`config.mk`:
```
export PLATFORM = sky130hd
export DESIGN_NAME = mbox_send_unit
export DESIGN_NICKNAME = d
export VERILOG_FILES = /design/src/rtl/mbox_send_pkg.sv /design/src/rtl/mbox_send_ctl.sv /design/src/rtl/mbox_send_dp.sv /design/src/rtl/mbox_send_unit.sv
export SDC_FILE = /design/constraint.sdc
export NUM_CORES = 1
export LEC_CHECK = 0
export BUFFER_PORTS_ARGS = -buffer_cell sky130_fd_sc_hd__buf_2
export CAP_MARGIN = 20
export CORE_AREA = 5 5 232 234
export DETAILED_ROUTE_END_ITERATION = 10
export DIE_AREA = 0 0 237 239
export HOLD_SLACK_MARGIN = 0.06
export MAX_ROUTING_LAYER = met4
export PLACE_DENSITY_LB_ADDON = 0.05
export SLEW_MARGIN = 20
export SYNTH_ARGS = -nofsm -noshare
export SYNTH_HDL_FRONTEND = slang
export SYNTH_SLANG_ARGS = --single-unit
export TNS_END_PERCENT = 10
```
`constraint.sdc`:
```
create_clock -name clk -period 17.2 [get_ports clk]
set_input_delay 0.86 -clock clk [delete_from_list [all_inputs] [get_ports clk]]
set_output_delay 0.86 -clock clk [all_outputs]
set_load 0.03 [all_outputs]
```
`src/rtl/mbox_send_pkg.sv`:
```
package mbox_send_pkg;

  localparam int OFS_ID   = 'h00;
  localparam int OFS_LO   = 'h04;
  localparam int OFS_HI   = 'h08;
  localparam int OFS_TRIG = 'h0C;
  localparam int OFS_CLR  = 'h10;
  localparam int OFS_STAT = 'h14;
  localparam int OFS_IRQ  = 'h18;
  localparam int OFS_MASK = 'h1C;

  // field positions inside the status word
  localparam int FLD_BUSY = 0;
  localparam int FLD_OVF  = 8;
  localparam int FLD_DEL  = 16;

  // mask bit positions
  localparam int MSK_BLK = 0;
  localparam int MSK_OVF = 1;
  localparam int MSK_DEL = 2;

  typedef struct packed {
    logic wrId;
    logic wrLo;
    logic wrHi;
    logic trig;
    logic clrFlags;
    logic clrIrq;
    logic wrMask;
  } mbxStrobe_t;

endpackage

```
`src/rtl/mbox_send_ctl.sv`:
```
module mbox_send_ctl
  import mbox_send_pkg::*;
#(
  parameter int ADDR_W = 5
) (
  input  logic              busWe,
  input  logic [ADDR_W-1:0] busAddr,
  input  logic              busBit0,
  output mbxStrobe_t        str
);

  always_comb begin
    str = '0;
    if (busWe) begin
      if (busAddr == ADDR_W'(OFS_ID))   str.wrId     = 1'b1;
      if (busAddr == ADDR_W'(OFS_LO))   str.wrLo     = 1'b1;
      if (busAddr == ADDR_W'(OFS_HI))   str.wrHi     = 1'b1;
      if (busAddr == ADDR_W'(OFS_TRIG)) str.trig     = busBit0;
      if (busAddr == ADDR_W'(OFS_CLR))  str.clrFlags = 1'b1;
      if (busAddr == ADDR_W'(OFS_IRQ))  str.clrIrq   = busBit0;
      if (busAddr == ADDR_W'(OFS_MASK)) str.wrMask   = 1'b1;
    end
  end

endmodule

```
`src/rtl/mbox_send_dp.sv`:
```
module mbox_send_dp
  import mbox_send_pkg::*;
#(
  parameter int NUM_TGT = 8,
  parameter int WORD_W  = 32,
  parameter int ADDR_W  = 5
) (
  input  logic                      clk,
  input  logic                      rstN,
  input  mbxStrobe_t                str,
  input  logic [ADDR_W-1:0]         busAddr,
  input  logic [WORD_W-1:0]         busWdata,
  output logic [WORD_W-1:0]         busRdata,
  input  logic [NUM_TGT-1:0]        remFetch,
  output logic [NUM_TGT-1:0]        remValid,
  output logic [NUM_TGT*2*WORD_W-1:0] remMsg,
  output logic                      irqOut
);

  localparam int ID_W  = (NUM_TGT > 1) ? $clog2(NUM_TGT) : 1;
  localparam int MSG_W = 2 * WORD_W;

  logic [ID_W-1:0]    idQ;
  logic [WORD_W-1:0]  loQ, hiQ;
  logic [2:0]         maskQ;
  logic [NUM_TGT-1:0] busyQ, ovfQ, delQ;
  logic               irqPendQ;
  logic [MSG_W-1:0]   slotQ [NUM_TGT];

  logic               busyHit;
  logic               ovfEvt;
  logic [NUM_TGT-1:0] accVec, takeVec, ovfVec, clrDel, clrOvf;
  logic [WORD_W-1:0]  statWord;

  always_comb begin
    busyHit = busyQ[idQ];
    accVec  = remFetch & busyQ;
    ovfEvt  = str.trig && busyHit;
    takeVec = (str.trig && !busyHit) ? (NUM_TGT'(1) << idQ) : '0;
    ovfVec  = ovfEvt ? (NUM_TGT'(1) << idQ) : '0;
    clrDel  = str.clrFlags ? busWdata[FLD_DEL +: NUM_TGT] : '0;
    clrOvf  = str.clrFlags ? busWdata[FLD_OVF +: NUM_TGT] : '0;
  end

  // staging and mask registers
  always_ff @(posedge clk) begin
    if (!rstN) begin
      idQ   <= '0;
      loQ   <= '0;
      hiQ   <= '0;
      maskQ <= 3'b111;
    end else begin
      if (str.wrId)   idQ   <= busWdata[ID_W-1:0];
      if (str.wrLo)   loQ   <= busWdata;
      if (str.wrHi)   hiQ   <= busWdata;
      if (str.wrMask) maskQ <= busWdata[2:0];
    end
  end

  // per-target flags; a setting event wins over a clear in the same cycle
  always_ff @(posedge clk) begin
    if (!rstN) begin
      busyQ    <= '0;
      ovfQ     <= '0;
      delQ     <= '0;
      irqPendQ <= 1'b0;
    end else begin
      busyQ    <= (busyQ & ~accVec) | takeVec;
      delQ     <= (delQ & ~clrDel) | accVec;
      ovfQ     <= (ovfQ & ~clrOvf) | ovfVec;
      irqPendQ <= (irqPendQ & ~str.clrIrq)
                | ((|accVec) & ~maskQ[MSK_DEL])
                | (ovfEvt & ~maskQ[MSK_OVF]);
    end
  end

  // one message slot per target
  for (genvar g = 0; g < NUM_TGT; g++) begin : gSlot
    always_ff @(posedge clk) begin
      if (!rstN)           slotQ[g] <= '0;
      else if (takeVec[g]) slotQ[g] <= {hiQ, loQ};
    end
    assign remMsg[g*MSG_W +: MSG_W] = slotQ[g];
  end

  assign remValid = busyQ;
  assign irqOut   = irqPendQ;

  always_comb begin
    statWord = '0;
    statWord[FLD_BUSY +: NUM_TGT] = busyQ;
    statWord[FLD_OVF  +: NUM_TGT] = ovfQ;
    statWord[FLD_DEL  +: NUM_TGT] = delQ;
  end

  always_comb begin
    busRdata = '0;
    if (busAddr == ADDR_W'(OFS_ID))   busRdata = WORD_W'(idQ);
    if (busAddr == ADDR_W'(OFS_LO))   busRdata = loQ;
    if (busAddr == ADDR_W'(OFS_HI))   busRdata = hiQ;
    if (busAddr == ADDR_W'(OFS_STAT)) busRdata = statWord;
    if (busAddr == ADDR_W'(OFS_IRQ))  busRdata = WORD_W'(irqPendQ);
    if (busAddr == ADDR_W'(OFS_MASK)) busRdata = WORD_W'(maskQ);
  end

  // a fetched busy target leaves busy and shows delivered
  assert_fetch_delivers_R4: assert property (@(posedge clk) disable iff (!rstN)
    (|(busyQ & remFetch)) |=>
      (((delQ & $past(busyQ & remFetch)) == $past(busyQ & remFetch)) &&
       ((busyQ & $past(busyQ & remFetch)) == '0)));

  // trigger on a busy target flags overflow and keeps it busy
  assert_overflow_flag_R5: assert property (@(posedge clk) disable iff (!rstN)
    (str.trig && busyQ[idQ]) |=> (ovfQ[$past(idQ)] && busyQ[$past(idQ)]));

  // busy bits rise only through a trigger
  assert_busy_only_by_trig_R3: assert property (@(posedge clk) disable iff (!rstN)
    !str.trig |=> ((busyQ & ~$past(busyQ)) == '0));

  // pending bit rises only after a fetch or a trigger
  assert_irq_needs_event_R7: assert property (@(posedge clk) disable iff (!rstN)
    (!irqPendQ && ((busyQ & remFetch) == '0) && !str.trig) |=> !irqPendQ);

  // mask register takes the written value
  assert_mask_write_R9: assert property (@(posedge clk) disable iff (!rstN)
    str.wrMask |=> (maskQ == $past(busWdata[2:0])));

endmodule

```
`src/rtl/mbox_send_unit.sv`:
```
module mbox_send_unit
  import mbox_send_pkg::*;
#(
  parameter int NUM_TGT = 8,
  parameter int WORD_W  = 32,
  parameter int ADDR_W  = 5
) (
  input  logic                        clk,
  input  logic                        rstN,
  input  logic [ADDR_W-1:0]           busAddr,
  input  logic                        busWe,
  input  logic [WORD_W-1:0]           busWdata,
  output logic [WORD_W-1:0]           busRdata,
  output logic [NUM_TGT-1:0]          remValid,
  output logic [NUM_TGT*2*WORD_W-1:0] remMsg,
  input  logic [NUM_TGT-1:0]          remFetch,
  output logic                        irqOut
);

  mbxStrobe_t str;

  mbox_send_ctl #(.ADDR_W(ADDR_W)) u_ctl (
    .busWe   (busWe),
    .busAddr (busAddr),
    .busBit0 (busWdata[0]),
    .str     (str)
  );

  mbox_send_dp #(.NUM_TGT(NUM_TGT), .WORD_W(WORD_W), .ADDR_W(ADDR_W)) u_dp (
    .clk      (clk),
    .rstN     (rstN),
    .str      (str),
    .busAddr  (busAddr),
    .busWdata (busWdata),
    .busRdata (busRdata),
    .remFetch (remFetch),
    .remValid (remValid),
    .remMsg   (remMsg),
    .irqOut   (irqOut)
  );

endmodule

```
==> impl_metrics.tcl <==
set metrics [dict create \
    syn_area_mm2 0.02288 \
    fin_skew_ns 0.01370 \
    grt_max_degree 70 \
    syn_inst 1830 \
    worst_pin_slew_ns 1.073 \
    io_buffers 600 \
    antenna_found_initial 20 \
    slew_violations 0 \
    min_period_ns 4.323 \
    die_h_um 239 \
    dieArea_mm2 0.05664 \
    path_cells "buf_2 > buf_4 > nor3_1 > and2_2 > nand2_1 > a22oi_1 > buf_2" \
    start_kind "input pin" \
    fmax_mhz 231.3 \
    ys_seq_area_frac 0.7549 \
    cts_hold_buffers 0 \
    cts_resized 0 \
    postPlaceCellArea_mm2 0.02638 \
    cts_sinks 607 \
    die_w_um 237 \
    area_delta_synth_final_pct 24.12 \
    cts_made_buffers 61 \
    critPathArrivalTime_ns 3.46 \
    clkLatencyLatePin_ns 0.61 \
    cts_tree "done" \
    multi_input_comb_area_mm2 0.004955 \
    track_usage 0.2911 \
    firstDrtPassIters 5 \
    wl_met2_mm 40.60 \
    yosysTopAreaCell "edfxtp_1" \
    ys_ff_latch 607 \
    num-nets-final 2451 \
    p_leak_uw 0.01079 \
    crit_family "simple AND/OR/NAND/NOR gates" \
    drtAntennaViolNets 0 \
    synth_fp_nets 1878 \
    drc 0 \
    regArea_mm2 0.01728 \
    cpPeakStageDelay_ns 0.80 \
    avgSynthCellArea_um2 12.51 \
    synth_flop_cell "edfxtp_1" \
    ios 601 \
    core-area_mm2 0.05181 \
    finalHoldViolations 0 \
    fin_crit_sh 0.2514 \
    synthArstFlopShare 0 \
    cp-end-kind "primary output" \
    routed_wl_mm 83.60 \
    drt-initial-drc-count 1631 \
    synth_top_area_frac 0.6718 \
    slowest_stage "and2_2" \
    std_cell_rows 84 \
    via_per_inst 5.309 \
    clk_pin_slew_worst_paths_ns 0.06 \
    critical_path_class "in2out" \
    vias 16780 \
    path_max_fanout 58 \
    synth_warnings 0 \
    hpwl_mm 58.63 \
    cap_violations 0 \
    drt-met1-wl_mm 33.34 \
    grt_pass1_wl_mm 116.4 \
    ctsLongestPathBuffers 3 \
    synth-edff-count 512 \
    powerDensity_mw_per_mm2 112.2 \
    critPathBufInv 3 \
    worstPathRequired_ns 16.34 \
    synthDistinctLibCells 45 \
    wl_per_cell_um 26.46 \
    cts.htree.levels 2 \
    stdcell_area_mm2 0.02840 \
    cp_common_cell "buf_2" \
    postCtsSetupBuffers 0 \
    setup_viol 0 \
    rsz0062_at_grt "false" \
    grt_pass1_vias 16170 \
    grt_overflow_total 0 \
    vdd_drop_max_mv 0.07352 \
    status "completed" \
    root_buffer "clkbuf_16" \
    ys_top_cells_by_area "edfxtp_1 67%, nor2_1 8.6%, dfxtp_1 8.3%" \
    hold_path.class "reg2reg" \
    highest_layer "met4" \
    place_congestion 0.8872 \
    final_layout_size_suffix_gt1_frac 0.3068 \
    fill_cells 4567 \
    slew_headroom 0.2847 \
    tns_ns 0 \
    met3_length_mm 7.286 \
    initial_core_util 0.4417 \
]
-- cells by family (layout without fill, tap and decap cells) --
family,Yosys count,in the layout,share of synthesized area
AND/OR/NAND/NOR,876,876,0.1525
other,0,21,0
multiplexers,11,11,0.005030
flip-flops,607,607,0.7549
AO/OA/AOI/OAI,203,203,0.05391
buffers and inverters,133,754,0.03357
-- cells in the mapped netlist, types with 10 or more instances --
cell      count
nor2_1      523
edfxtp_1    512
nand2_1     305
dfxtp_1      95
a21oi_1      79
clkbuf_1     59
o21ai_0      59
buf_2        29
buf_6        29
a22oi_1      22
a22o_1       10
nand3b_1     10
o41ai_1      10
-- worst reg2reg max path, cell delays in order, from the launching register on --
cell	delay [ns]
dfxtp_4	0.61
mux2_1	0.39
o22ai_2	0.48
nor2_1	0.25
buf_4	0.28
o41ai_2	0.30
buf_4	0.87
-- stage by stage --
stage	hold WS, ns	util	instances	total power, uW	setup WS [ns]
finish	0.4762	0.5482	3160	3188	12.88
global route	0.4812	0.5482	3159	3281	12.77
CTS	0.4689	0.5472	3139	3211	12.92
detailed placement	0.4642	0.5092	3028	1891	12.92
global placement	0.4655	0.5092	3028	1889	13.10
floorplan	0.4443	-	1830	1815	8.043
-- final cells by class --
class | count | area share
Clock inverter | 39 | 0.01410
Antenna cell | 21 | 0.001850
Inverter | 10 | 0.001321
Tap cell | 688 | 0.03031
Timing Repair Buffer | 633 | 0.1144
Clock buffer | 72 | 0.05519
Multi-Input combinational cell | 1090 | 0.1744
Sequential cell | 607 | 0.6084
-- sequential cells by signal, summed over array words and instances, names as in the netlist --
name,flops
u_dp.delQ,8
u_dp.hiQ,32
u_dp.idQ,3
u_dp.irqOut,1
u_dp.loQ,32
u_dp.maskQ,3
u_dp.ovfQ,8
u_dp.remValid,8
u_dp.slotQ,512
-- power by group --
part	internal, uW	total [uW]	switching, uW
clock network	779	1330	552
logic	40.9	208	168
registers	1630	1650	17.1
total	2450	3190	736
-- layout by cell type (no fill, tap or decap), drive strengths merged, types with 4 or more instances in the layout --
master and instances:
buf 633, nor2 523, edfxtp 512, nand2 305
dfxtp 95, a21oi 79, clkbuf 72, o21ai 63
clkinv 28, a22oi 22, diode 21, o41ai 12
a22o 10, nand3b 10, inv 10, bufinv 9
nand3 8, mux2i 7, a31o 6, nand4 4
nor4 4, mux2 4
-- worst paths after layout --
kind,from,end,slack [ns],cells past startpoint
worst min register to register,u_dp.maskQ[0]$_SDFFE_PN1P_,u_dp.maskQ[0]$_SDFFE_PN1P_,0.48,2
worst min-delay path,u_dp.maskQ[0]$_SDFFE_PN1P_,u_dp.maskQ[0]$_SDFFE_PN1P_,0.48,2
worst max-delay path,busAddr[4],busRdata[18],12.88,7
worst max register to register,u_dp.idQ[1]$_SDFFE_PN0P_,u_dp.slotQ[0][39]$_SDFFCE_PN0P_,13.59,6
-- layer usage --
metal  track usage  up-vias
met1        0.3755     8415
met3       0.07741      118
li1              -     7483
met4       0.08991        0
met2        0.4570      761
met5             -        -
Note: power is estimated with default switching activity, not from simulation.
